## src/rtl/irqagg_pkg.sv

```systemverilog
// Shared constants and types for the sticky interrupt aggregator.
// Assumes status bit positions are fixed by the software view.
package irqagg_pkg;
    localparam int TXE_BIT  = 2;   // transmit empty
    localparam int TXU_BIT  = 3;   // transmit underrun
    localparam int RXF_BIT  = 4;   // receive full
    localparam int RXO_BIT  = 5;   // receive overrun
    localparam int TXH_BIT  = 6;   // transmit half empty
    localparam int RXNE_BIT = 8;   // receive not empty
    localparam int STS_SPAN = 9;

    localparam logic [STS_SPAN-1:0] STS_IMPL =
        STS_SPAN'((1 << TXE_BIT) | (1 << TXU_BIT) | (1 << RXF_BIT) |
                  (1 << RXO_BIT) | (1 << TXH_BIT) | (1 << RXNE_BIT));

    typedef struct packed {
        logic byte_done;
        logic rx_fill;
        logic rx_overrun;
        logic tx_underrun;
        logic tx_half_empty;
    } evt_t;

    typedef struct packed {
        logic rx_nonempty;
        logic rx_full;
    } lvl_t;
endpackage

```

## src/rtl/irqagg_decode.sv

```systemverilog
// Address decode for the aggregator register port.
// Assumes word-aligned offsets compared over the full address.
module irqagg_decode #(
    parameter int ADDR_W = 8,
    parameter logic [ADDR_W-1:0] GIE_OFS = 'h1C,
    parameter logic [ADDR_W-1:0] STS_OFS = 'h20,
    parameter logic [ADDR_W-1:0] IER_OFS = 'h28
) (
    input  logic              wr,
    input  logic              rd,
    input  logic [ADDR_W-1:0] addr,
    output logic              hit_gie,
    output logic              hit_sts,
    output logic              hit_ier,
    output logic              wr_gie,
    output logic              wr_sts,
    output logic              wr_ier,
    output logic              access
);
    // Match the address against each register offset.
    always_comb begin
        hit_gie = (addr == GIE_OFS);
        hit_sts = (addr == STS_OFS);
        hit_ier = (addr == IER_OFS);
    end

    // Qualify matches with the write strobe; flag any strobed cycle.
    always_comb begin
        wr_gie = wr && hit_gie;
        wr_sts = wr && hit_sts;
        wr_ier = wr && hit_ier;
        access = wr || rd;
    end
endmodule

```

## src/rtl/irqagg_status.sv

```systemverilog
// Sticky status register: the write toggles, events and strobed levels set.
// Assumes events are single-cycle pulses; unimplemented bits stay zero.
module irqagg_status
    import irqagg_pkg::*;
#(
    parameter int DATA_W = 32
) (
    input  logic              clk,
    input  logic              rst_n,
    input  logic              wr_sts,
    input  logic [DATA_W-1:0] wdata,
    input  evt_t              evt,
    input  lvl_t              lvl,
    input  logic              access,
    output logic [DATA_W-1:0] sts_q
);
    localparam logic [DATA_W-1:0] IMPL = DATA_W'(STS_IMPL);

    logic [DATA_W-1:0] set_v;
    logic [DATA_W-1:0] lvl_v;
    logic [DATA_W-1:0] nxt;

    // Map event pulses onto their status positions.
    always_comb begin
        set_v           = '0;
        set_v[TXE_BIT]  = evt.byte_done;
        set_v[RXNE_BIT] = evt.byte_done;
        set_v[RXF_BIT]  = evt.rx_fill;
        set_v[RXO_BIT]  = evt.rx_overrun;
        set_v[TXU_BIT]  = evt.tx_underrun;
        set_v[TXH_BIT]  = evt.tx_half_empty;
    end

    // Levels are merged only in a strobed cycle.
    always_comb begin
        lvl_v = '0;
        if (access) begin
            lvl_v[RXNE_BIT] = lvl.rx_nonempty;
            lvl_v[RXF_BIT]  = lvl.rx_full;
        end
    end

    // Toggle first, then OR sources, then keep implemented bits.
    always_comb begin
        nxt = sts_q;
        if (wr_sts) begin
            nxt = nxt ^ wdata;
        end
        nxt = (nxt | set_v | lvl_v) & IMPL;
    end

    // Status register with synchronous clear.
    always_ff @(posedge clk) begin
        if (!rst_n) begin
            sts_q <= '0;
        end else begin
            sts_q <= nxt;
        end
    end
endmodule

```

## src/rtl/irqagg_ctl_regs.sv

```systemverilog
// Per-cause enable register and global enable flag.
// Assumes the enable register keeps the same implemented bits as status.
module irqagg_ctl_regs
    import irqagg_pkg::*;
#(
    parameter int DATA_W = 32
) (
    input  logic              clk,
    input  logic              rst_n,
    input  logic              wr_ier,
    input  logic              wr_gie,
    input  logic [DATA_W-1:0] wdata,
    input  logic              gie_wbit,
    output logic [DATA_W-1:0] ier_q,
    output logic              gie_q
);
    localparam logic [DATA_W-1:0] IMPL = DATA_W'(STS_IMPL);

    // Enable register load, masked to implemented causes.
    always_ff @(posedge clk) begin
        if (!rst_n) begin
            ier_q <= '0;
        end else if (wr_ier) begin
            ier_q <= wdata & IMPL;
        end
    end

    // Global enable flag load.
    always_ff @(posedge clk) begin
        if (!rst_n) begin
            gie_q <= 1'b0;
        end else if (wr_gie) begin
            gie_q <= gie_wbit;
        end
    end
endmodule

```

## src/rtl/irqagg_irq_out.sv

```systemverilog
// Registered interrupt request: global enable and any enabled pending cause.
// Assumes one cycle of latency is acceptable to the interrupt controller.
module irqagg_irq_out #(
    parameter int DATA_W = 32
) (
    input  logic              clk,
    input  logic              rst_n,
    input  logic [DATA_W-1:0] sts,
    input  logic [DATA_W-1:0] ier,
    input  logic              gie,
    output logic              irq
);
    logic pending;

    // Reduce the enabled pending causes to one bit.
    always_comb begin
        pending = gie && (|(sts & ier));
    end

    // Register the request so the line is glitch free.
    always_ff @(posedge clk) begin
        if (!rst_n) begin
            irq <= 1'b0;
        end else begin
            irq <= pending;
        end
    end
endmodule

```

## src/rtl/irq_sticky_agg.sv

```systemverilog
// Top of the sticky interrupt aggregator: decode, registers, read mux, line.
// Assumes reg_rdata is consumed in the same cycle as reg_addr.
module irq_sticky_agg
    import irqagg_pkg::*;
#(
    parameter int ADDR_W = 8,
    parameter int DATA_W = 32,
    parameter logic [ADDR_W-1:0] GIE_OFS = 'h1C,
    parameter logic [ADDR_W-1:0] STS_OFS = 'h20,
    parameter logic [ADDR_W-1:0] IER_OFS = 'h28
) (
    input  logic              clk,
    input  logic              rst_n,
    input  logic              reg_wr,
    input  logic              reg_rd,
    input  logic [ADDR_W-1:0] reg_addr,
    input  logic [DATA_W-1:0] reg_wdata,
    output logic [DATA_W-1:0] reg_rdata,
    input  logic              ev_byte_done,
    input  logic              ev_rx_fill,
    input  logic              ev_rx_overrun,
    input  logic              ev_tx_underrun,
    input  logic              ev_tx_half_empty,
    input  logic              lvl_rx_nonempty,
    input  logic              lvl_rx_full,
    output logic              irq
);
    localparam int GIE_BIT = DATA_W - 1;

    logic hit_gie, hit_sts, hit_ier;
    logic wr_gie, wr_sts, wr_ier, access;
    logic [DATA_W-1:0] sts_q;
    logic [DATA_W-1:0] ier_q;
    logic gie_q;
    evt_t evt;
    lvl_t lvl;

    // Bundle the event and level pins.
    always_comb begin
        evt.byte_done     = ev_byte_done;
        evt.rx_fill       = ev_rx_fill;
        evt.rx_overrun    = ev_rx_overrun;
        evt.tx_underrun   = ev_tx_underrun;
        evt.tx_half_empty = ev_tx_half_empty;
        lvl.rx_nonempty   = lvl_rx_nonempty;
        lvl.rx_full       = lvl_rx_full;
    end

    irqagg_decode #(
        .ADDR_W (ADDR_W),
        .GIE_OFS(GIE_OFS),
        .STS_OFS(STS_OFS),
        .IER_OFS(IER_OFS)
    ) dec_i (
        .wr     (reg_wr),
        .rd     (reg_rd),
        .addr   (reg_addr),
        .hit_gie(hit_gie),
        .hit_sts(hit_sts),
        .hit_ier(hit_ier),
        .wr_gie (wr_gie),
        .wr_sts (wr_sts),
        .wr_ier (wr_ier),
        .access (access)
    );

    irqagg_status #(.DATA_W(DATA_W)) sts_i (
        .clk   (clk),
        .rst_n (rst_n),
        .wr_sts(wr_sts),
        .wdata (reg_wdata),
        .evt   (evt),
        .lvl   (lvl),
        .access(access),
        .sts_q (sts_q)
    );

    irqagg_ctl_regs #(.DATA_W(DATA_W)) ctl_i (
        .clk     (clk),
        .rst_n   (rst_n),
        .wr_ier  (wr_ier),
        .wr_gie  (wr_gie),
        .wdata   (reg_wdata),
        .gie_wbit(reg_wdata[GIE_BIT]),
        .ier_q   (ier_q),
        .gie_q   (gie_q)
    );

    irqagg_irq_out #(.DATA_W(DATA_W)) out_i (
        .clk  (clk),
        .rst_n(rst_n),
        .sts  (sts_q),
        .ier  (ier_q),
        .gie  (gie_q),
        .irq  (irq)
    );

    // Read mux; unmapped offsets return zero.
    always_comb begin
        reg_rdata = '0;
        if (hit_gie) begin
            reg_rdata[GIE_BIT] = gie_q;
        end else if (hit_sts) begin
            reg_rdata = sts_q;
        end else if (hit_ier) begin
            reg_rdata = ier_q;
        end
    end
endmodule

```

## config.mk

```make
export PLATFORM = sky130hd
export DESIGN_NAME = irq_sticky_agg
export DESIGN_NICKNAME = d
export VERILOG_FILES = /design/src/rtl/irqagg_pkg.sv /design/src/rtl/irqagg_decode.sv /design/src/rtl/irqagg_status.sv /design/src/rtl/irqagg_ctl_regs.sv /design/src/rtl/irqagg_irq_out.sv /design/src/rtl/irq_sticky_agg.sv
export SDC_FILE = /design/constraint.sdc
export NUM_CORES = 1
export LEC_CHECK = 0
export BUFFER_PORTS_ARGS = -buffer_cell sky130_fd_sc_hd__buf_4
export CAP_MARGIN = 10
export CORE_MARGIN = 5
export CORE_UTILIZATION = 45
export CTS_CLUSTER_DIAMETER = 120
export DETAILED_ROUTE_END_ITERATION = 8
export PLACE_DENSITY_LB_ADDON = 0.15
export RECOVER_POWER = 100
export SKIP_CTS_REPAIR_TIMING = 1
export SYNTH_ARGS = -nofsm -noshare
export SYNTH_HDL_FRONTEND = slang
export SYNTH_HIERARCHICAL = 1
export SYNTH_SLANG_ARGS = --single-unit
```

## constraint.sdc

```tcl
create_clock -name clk -period 2.17 [get_ports clk]
set_input_delay 0.1085 -clock clk [delete_from_list [all_inputs] [get_ports clk]]
set_output_delay 0.1085 -clock clk [all_outputs]
set_load 0.005 [all_outputs]
```

==> results of run 1 <==
registers in the layout, summed over array words and instances, names as in the netlist:
signal	flops
ctl_i/ier_q	6
sts_i/sts_q	6
ctl_i/gie_q	1
out_i/irq	1
where the power goes:
group	switching, W	total, W	internal, W
registers	0.00000917	0.000275	0.000266
logic	0.0000634	0.000126	0.0000629
clock network	0.0000922	0.000253	0.000161
total	0.000165	0.000654	0.000489
how the worst min path moves through the flow:
stage | from | to | slack, ns | cells past startpoint
after floorplan | rst_n | ctl_i/gie_q | 0.24 | 1
after detailed placement | reg_wdata[31] | ctl_i/gie_q | 0.39 | 3
after global placement | reg_wdata[31] | ctl_i/gie_q | 0.38 | 3
final | reg_wdata[31] | ctl_i/gie_q | 0.14 | 3
after global routing | reg_wdata[3] | ctl_i/ier_q[3] | 0.14 | 3
after CTS | reg_wdata[31] | ctl_i/gie_q | 0.14 | 3
synth_stat cells, types with 5 or more instances:
| master | n |
|---|---|
| sky130_fd_sc_hd__nor2b_1 | 8 |
| sky130_fd_sc_hd__a21oi_1 | 35 |
| sky130_fd_sc_hd__buf_2 | 9 |
| sky130_fd_sc_hd__nand3b_1 | 34 |
| sky130_fd_sc_hd__buf_4 | 52 |
| sky130_fd_sc_hd__mux2i_1 | 7 |
| sky130_fd_sc_hd__buf_6 | 6 |
| sky130_fd_sc_hd__a22oi_1 | 8 |
| sky130_fd_sc_hd__nand2_1 | 32 |
| sky130_fd_sc_hd__nor3_1 | 5 |
| sky130_fd_sc_hd__dfxtp_1 | 14 |
cell families after synthesis:
family	share of synthesized area, %
buffers and inverters	27.3
AND/OR/NAND/NOR	32.4
multiplexers	3.72
flip-flops	14.9
AO/OA/AOI/OAI	21.4
other	0.398
worst register-to-register path: stages, from the launching register on:
cell,delay (ns)
sky130_fd_sc_hd__dfxtp_1,0.34
sky130_fd_sc_hd__a22o_1,0.24
sky130_fd_sc_hd__a221oi_1,0.23
sky130_fd_sc_hd__nand4_1,0.15
sky130_fd_sc_hd__o311a_1,0.36
per-stage QoR:
stage                     setup WS, ns  total power [W]  cell area (µm²)  hold slack (ns)  utilization [%]
after floorplan                  0.534         0.000418             2070            0.237                -
after global placement           0.319         0.000404             1970            0.383             48.9
after detailed placement         0.349         0.000404             1970            0.391             48.9
after CTS                        0.349         0.000658             2020            0.136             50.2
after global routing             0.196         0.000690             1990            0.145             49.5
final                            0.315         0.000654             1990            0.137             49.5
layout make-up:
class | instances | area [µm²]
repair buffers | 38 | 315
multi-input cells | 217 | 1270
flip-flops and latches | 14 | 280
inverters | 2 | 7.51
clock buffers | 4 | 55.1
well taps | 50 | 62.6
fillers | 421 | 2030
metal layers:
| metal | vias to the layer above | share of wire (%) |
|---|---|---|
| met2 | 38 | 46 |
| met3 | 2 | 6.7 |
| met1 | 694 | 47 |
| met4 | 0 | 0.84 |
| li1 | 853 | - |
| met5 | - | 0 |
cells in the final DEF, fill, tap and decap left out, types with 7 or more instances in the layout:
cell type                  count
sky130_fd_sc_hd__nand3b_1     34
sky130_fd_sc_hd__a21oi_1      35
sky130_fd_sc_hd__clkbuf_4      7
sky130_fd_sc_hd__buf_4        26
sky130_fd_sc_hd__nor2b_1       8
sky130_fd_sc_hd__a22oi_1       8
sky130_fd_sc_hd__conb_1       52
sky130_fd_sc_hd__mux2i_1       7
sky130_fd_sc_hd__dfxtp_1      14
sky130_fd_sc_hd__nand2_1      32
==> flow_summary.rst, run 1 <==
.. list-table::
   :header-rows: 1

   * - Metric
     - Value
   * - Final setup fails
     - 0
   * - Required arrival time at the worst endpoint
     - 2.06 ns
   * - Crit Path Class
     - in2out
   * - Number of inserted diodes
     - 0
   * - Post-route minimum period
     - 1.86 ns
   * - Crit-path max FO
     - 33
   * - Critical path buffers and inverters
     - 3
   * - Cell type contributing the most total cell area after synthesis
     - sky130_fd_sc_hd__buf_4
   * - Clock Sinks
     - 14
   * - Post-detailed-routing wire length
     - 4030 µm
   * - WL per Instance
     - 12.4 µm
   * - Unique cell type count in the Yosys netlist
     - 30
   * - Max-slew violations
     - 0
   * - Number of input and output port buffers inserted
     - 33
   * - Cell types occupying the most area after synthesis
     - sky130_fd_sc_hd__buf_4, sky130_fd_sc_hd__dfxtp_1, sky130_fd_sc_hd__nand3b_1, sky130_fd_sc_hd__a21oi_1, sky130_fd_sc_hd__nand2_1
   * - Initial cell density of the core
     - 46.8%
   * - Clock latency of the later-clocked register in the worst-skew pair
     - 0.25 ns
   * - Placed Instances
     - 321
   * - Power Dens Cells
     - 328 nW/µm²
   * - Max VDD drop
     - 0.351 mV
   * - Most instantiated flip-flop cell in the synthesis netlist
     - sky130_fd_sc_hd__dfxtp_1
   * - Final net count
     - 327
   * - Delay of the slowest critical-path stage
     - 0.49 ns
   * - GR peak layer
     - met2
   * - DIE AREA
     - 5580 µm²
   * - Setup slack, reg-to-reg
     - 0.75 ns
   * - Global-route met3 utilization
     - 3.07%
   * - Total of warnings raised by yosys
     - 6
   * - Top Ports
     - 84
   * - Type of the most critical hold path
     - in2reg
   * - DIE HEIGHT
     - 74.7 µm
   * - Sort of element at the start of the critical path
     - input port
   * - Accumulated negative setup slack
     - 0 ns
   * - Wire length of the first global-routing pass
     - 6190 µm
   * - Iteration-0 DRC count of the detailed router
     - 68
   * - Share of the clock period used by the worst path after layout
     - 85.5%
   * - Terminus of the critical flop-to-flop path
     - out_i/irq
   * - Cell depth of the worst setup path
     - 7
   * - Final worst clock skew
     - 0.00726 ns
   * - Cells along the critical path
     - clkbuf_4 > or3b_2 > nor4_1 > buf_12 > a21oi_1 > a21oi_1 > buf_4
   * - Max Clock Freq
     - 539 MHz
   * - Vias per inst
     - 4.88
   * - Endpoint type of the worst setup path
     - output port
   * - Count of max-cap constraint violations
     - 0
   * - Mapped Area
     - 1890 µm²
   * - Fraction of synthesized cell area taken by the top area cell type
     - 20.7%
   * - Static leakage
     - 0.754 nW
   * - Number of enable-type register cells in the synthesized netlist
     - 0
   * - Half-perimeter wire length after placement
     - 2970 µm
   * - Number of vias in the routed layout
     - 1587
   * - RSZ-0062 raised after global routing
     - false
   * - TritonCTS clock tree
     - yes
   * - Overall Global Routing Usage
     - 13.9%
   * - Area growth from synthesis to final layout
     - 5.77%
   * - Number of buffers between clock root and the deepest sink
     - 2
   * - Final Hold Viols
     - 0
   * - Layout cell share with drive strength beyond 1
     - 18.9%
   * - Count of TritonRoute iterations in the first routing pass
     - 4
   * - CP endpoint
     - reg_rdata[31]
   * - Startpoint of the worst setup timing path
     - reg_addr[1]
   * - Met1 track demand over resource
     - 17.5%
   * - Length in cells of the worst reg-to-reg path
     - 4
   * - Global routing met2 resource utilization
     - 23.9%
   * - CTS H-tree lvls
     - 1
   * - Clock-pin slew of the registers on the worst-case setup and hold paths
     - 0.06 ns
   * - Via count of the first global-routing pass
     - 1393
   * - Buffer type at the clock tree root
     - sky130_fd_sc_hd__clkbuf_8
   * - Cell mode on critical path
     - sky130_fd_sc_hd__a21oi_1
   * - Top cell family by delay on the critical path
     - simple AND/OR/NAND/NOR gates
   * - Placer congestion estimate
     - 0.776
   * - Width of the die
     - 74.7 µm
   * - Least-Margin Pin Slew
     - 0.520 ns
   * - Synthesis-stage register bit count
     - 14
   * - Final standard cell count with taps included and fillers excluded
     - 325
   * - Share of async-settable or async-resettable flops after synthesis
     - 0%
   * - Status
     - finished clean
   * - Worst slew margin relative to its limit
     - 65.0%
   * - Sequential area share after synthesis
     - 14.9%
   * - WP data arrival
     - 1.75 ns
   * - Post-Syn Instances
     - 251
   * - Worst reg2reg path startpoint
     - sts_i/sts_q[3]
   * - DRC Markers
     - 0
   * - Mean post-synth cell area
     - 7.51 µm²
   * - Number of antenna violations at the first check in global routing
     - 0
   * - Number of standard-cell rows in the floorplan
     - 23
   * - Total global routing overflow
     - 0
   * - Pin count of the biggest net entering global routing
     - 65
   * - Cts bufs inserted
     - 3
   * - Total core area
     - 4030 µm²
   * - Final antenna-violating net count
     - 0
   * - Crit path max-delay cell type
     - sky130_fd_sc_hd__or3b_2
(Power assumes the default switching activity.)
==> run 2, diff against run 1 <==
Settings changed: PLACE_DENSITY set to 0.77, PLACE_DENSITY_LB_ADDON 0.15 to unset.
==> flow_summary.rst, run 2 (synthesis gave the netlist of run 1 again) <==
.. list-table::
   :header-rows: 1

   * - Metric
     - Value
   * - Final net count
     - 327
   * - Cts bufs inserted
     - 3
   * - Delay of the slowest critical-path stage
     - 0.54 ns
   * - Sort of element at the start of the critical path
     - input port
   * - Comb pwr share
     - 19.5%
   * - Post-route minimum period
     - 1.89 ns
   * - Max Clock Freq
     - 528 MHz
   * - Post-detailed-routing wire length
     - 4090 µm
   * - Number of vias in the routed layout
     - 1608
   * - Cell mode on critical path
     - sky130_fd_sc_hd__clkbuf_4
   * - DIE AREA
     - 5580 µm²
   * - Least-Margin Pin Slew
     - 0.511 ns
   * - Cell depth of the worst setup path
     - 7
   * - Placed inst area
     - 1970 µm²
   * - Critical path buffers and inverters
     - 3
   * - Hold depth
     - 3
   * - WL per Instance
     - 12.6 µm
   * - Number of standard-cell rows in the floorplan
     - 23
   * - Smallest hold slack
     - 0.140 ns
   * - Area growth from synthesis to final layout
     - 5.51%
   * - Commonest cells after routing, fill and taps aside
     - sky130_fd_sc_hd__conb_1, sky130_fd_sc_hd__a21oi_1, sky130_fd_sc_hd__nand3b_1
   * - Count of TritonRoute iterations in the first routing pass
     - 4
   * - Number of input and output port buffers inserted
     - 33
   * - Total core area
     - 4030 µm²
   * - Number of inserted diodes
     - 0
   * - Crit path max-delay cell type
     - sky130_fd_sc_hd__or4_1
   * - Top Registers
     - ctl_i/ier_q: 6 flops, sts_i/sts_q: 6 flops
   * - Final antenna-violating net count
     - 0
   * - Static leakage
     - 0.755 nW
   * - Final worst clock skew
     - 0.000704 ns
   * - TritonCTS clock tree
     - yes
   * - Power Dens Cells
     - 329 nW/µm²
   * - Endpoint type of the worst setup path
     - output port
   * - Width of the die
     - 74.7 µm
   * - Accumulated negative setup slack
     - 0 ns
   * - Min-delay src
     - reg_wdata[6]
   * - Final Hold Viols
     - 0
   * - WP data arrival
     - 1.79 ns
   * - Overall Global Routing Usage
     - 14.5%
   * - Status
     - finished clean
   * - Length in cells of the worst reg-to-reg path
     - 4
   * - Placer congestion estimate
     - 0.739
   * - RSZ-0062 raised after global routing
     - false
   * - Cells along the critical path
     - clkbuf_4 > or4_1 > nor3_1 > buf_12 > nand2_1 > a21oi_1 > clkbuf_4
   * - Number of antenna violations at the first check in global routing
     - 0
   * - Number of buffers between clock root and the deepest sink
     - 2
   * - Top cell family by delay on the critical path
     - simple AND/OR/NAND/NOR gates
   * - Initial cell density of the core
     - 46.8%
   * - Startpoint of the worst setup timing path
     - reg_addr[1]
   * - Final setup fails
     - 0
   * - Max-slew violations
     - 0
   * - Worst setup slack before clock tree synthesis
     - 0.322 ns
   * - DRC Markers
     - 0
   * - Required arrival time at the worst endpoint
     - 2.06 ns
   * - Crit Path Class
     - in2out
   * - Cell Int Power
     - 0.000489 W
   * - Total global routing overflow
     - 0
   * - Switching power share of the total
     - 25.3%
   * - Summed area of non-filler cells in the final layout
     - 1990 µm²
   * - Wire length of the first global-routing pass
     - 6560 µm
   * - Final design utilization
     - 49.4%
   * - Via count of the first global-routing pass
     - 1491
   * - Most common library cell in the layout ignoring fill and taps
     - sky130_fd_sc_hd__conb_1
   * - Count of max-cap constraint violations
     - 0
   * - CTS H-tree lvls
     - 1
   * - DIE HEIGHT
     - 74.7 µm
   * - Clock latency of the later-clocked register in the worst-skew pair
     - 0.24 ns
   * - Worst reg2reg path startpoint
     - sts_i/sts_q[3]
   * - Part of the power in the clock network
     - 38.5%
   * - Iteration-0 DRC count of the detailed router
     - 93
   * - Clock Sinks
     - 14
   * - Buffer type at the clock tree root
     - sky130_fd_sc_hd__clkbuf_8
   * - Vias per inst
     - 4.95
   * - PnR worst setup slack
     - 0.275 ns
   * - Crit-path max FO
     - 64
   * - Top Ports
     - 84
   * - Layout cell share with drive strength beyond 1
     - 18.5%
   * - Worst slew margin relative to its limit
     - 65.6%
   * - Half-perimeter wire length after placement
     - 3080 µm
   * - Clock-pin slew of the registers on the worst-case setup and hold paths
     - 0.06 ns
   * - Total net switching power
     - 0.000165 W
   * - Sequential Power Share
     - 42.0%
   * - Share of the clock period used by the worst path after layout
     - 87.3%
   * - Type of the most critical hold path
     - in2reg
   * - Pin count of the biggest net entering global routing
     - 65
   * - Max VDD drop
     - 0.317 mV
==> run 2: layout make-up <==
class / instances / area [µm²]
Tap cell: 50 / 62.6
Timing Repair Buffer: 38 / 315
Inverter: 2 / 7.51
Sequential cell: 14 / 280
Fill cell: 424 / 2040
Clock buffer: 4 / 55.1
Multi-Input combinational cell: 217 / 1270
==> run 2: power groups by stage <==
stage | Sequential [W] | Clock [W] | Combinational [W]
floorplan | 0.000277 | 0 | 0.000141
global placement | 0.000280 | 0 | 0.000121
detailed placement | 0.000280 | 0 | 0.000124
CTS | 0.000275 | 0.000255 | 0.000124
global route | 0.000275 | 0.000272 | 0.000144
finish | 0.000275 | 0.000252 | 0.000128
==> run 2: per-layer routing <==
| layer | global-route usage (%) | wire, µm |
|---|---|---|
| met1 | 17.9 | 1790 |
| met2 | 26.2 | 2060 |
| met4 | 1.78 | 19 |
| met3 | 3.34 | 220 |
| met5 | 0 | 0 |
==> run 2: tightest hold or removal path, stage by stage <==
cell and delay, ns:
sky130_fd_sc_hd__buf_4 0.09, sky130_fd_sc_hd__mux2i_1 0.06, sky130_fd_sc_hd__nor2b_1 0.09
==> run 2: metrics by stage <==
stage,std cells,total power [W]
after floorplan,301,0.000418
after global placement,321,0.000402
after detailed placement,321,0.000404
after CTS,325,0.000655
after global routing,325,0.000691
final,325,0.000654
==> run 2: final timing paths <==
kind	to	slack, ns
hold / removal	ctl_i/ier_q[6]	0.14
setup / recovery	reg_rdata[8]	0.28
setup reg to reg	out_i/irq	0.73
hold reg to reg	out_i/irq	0.47
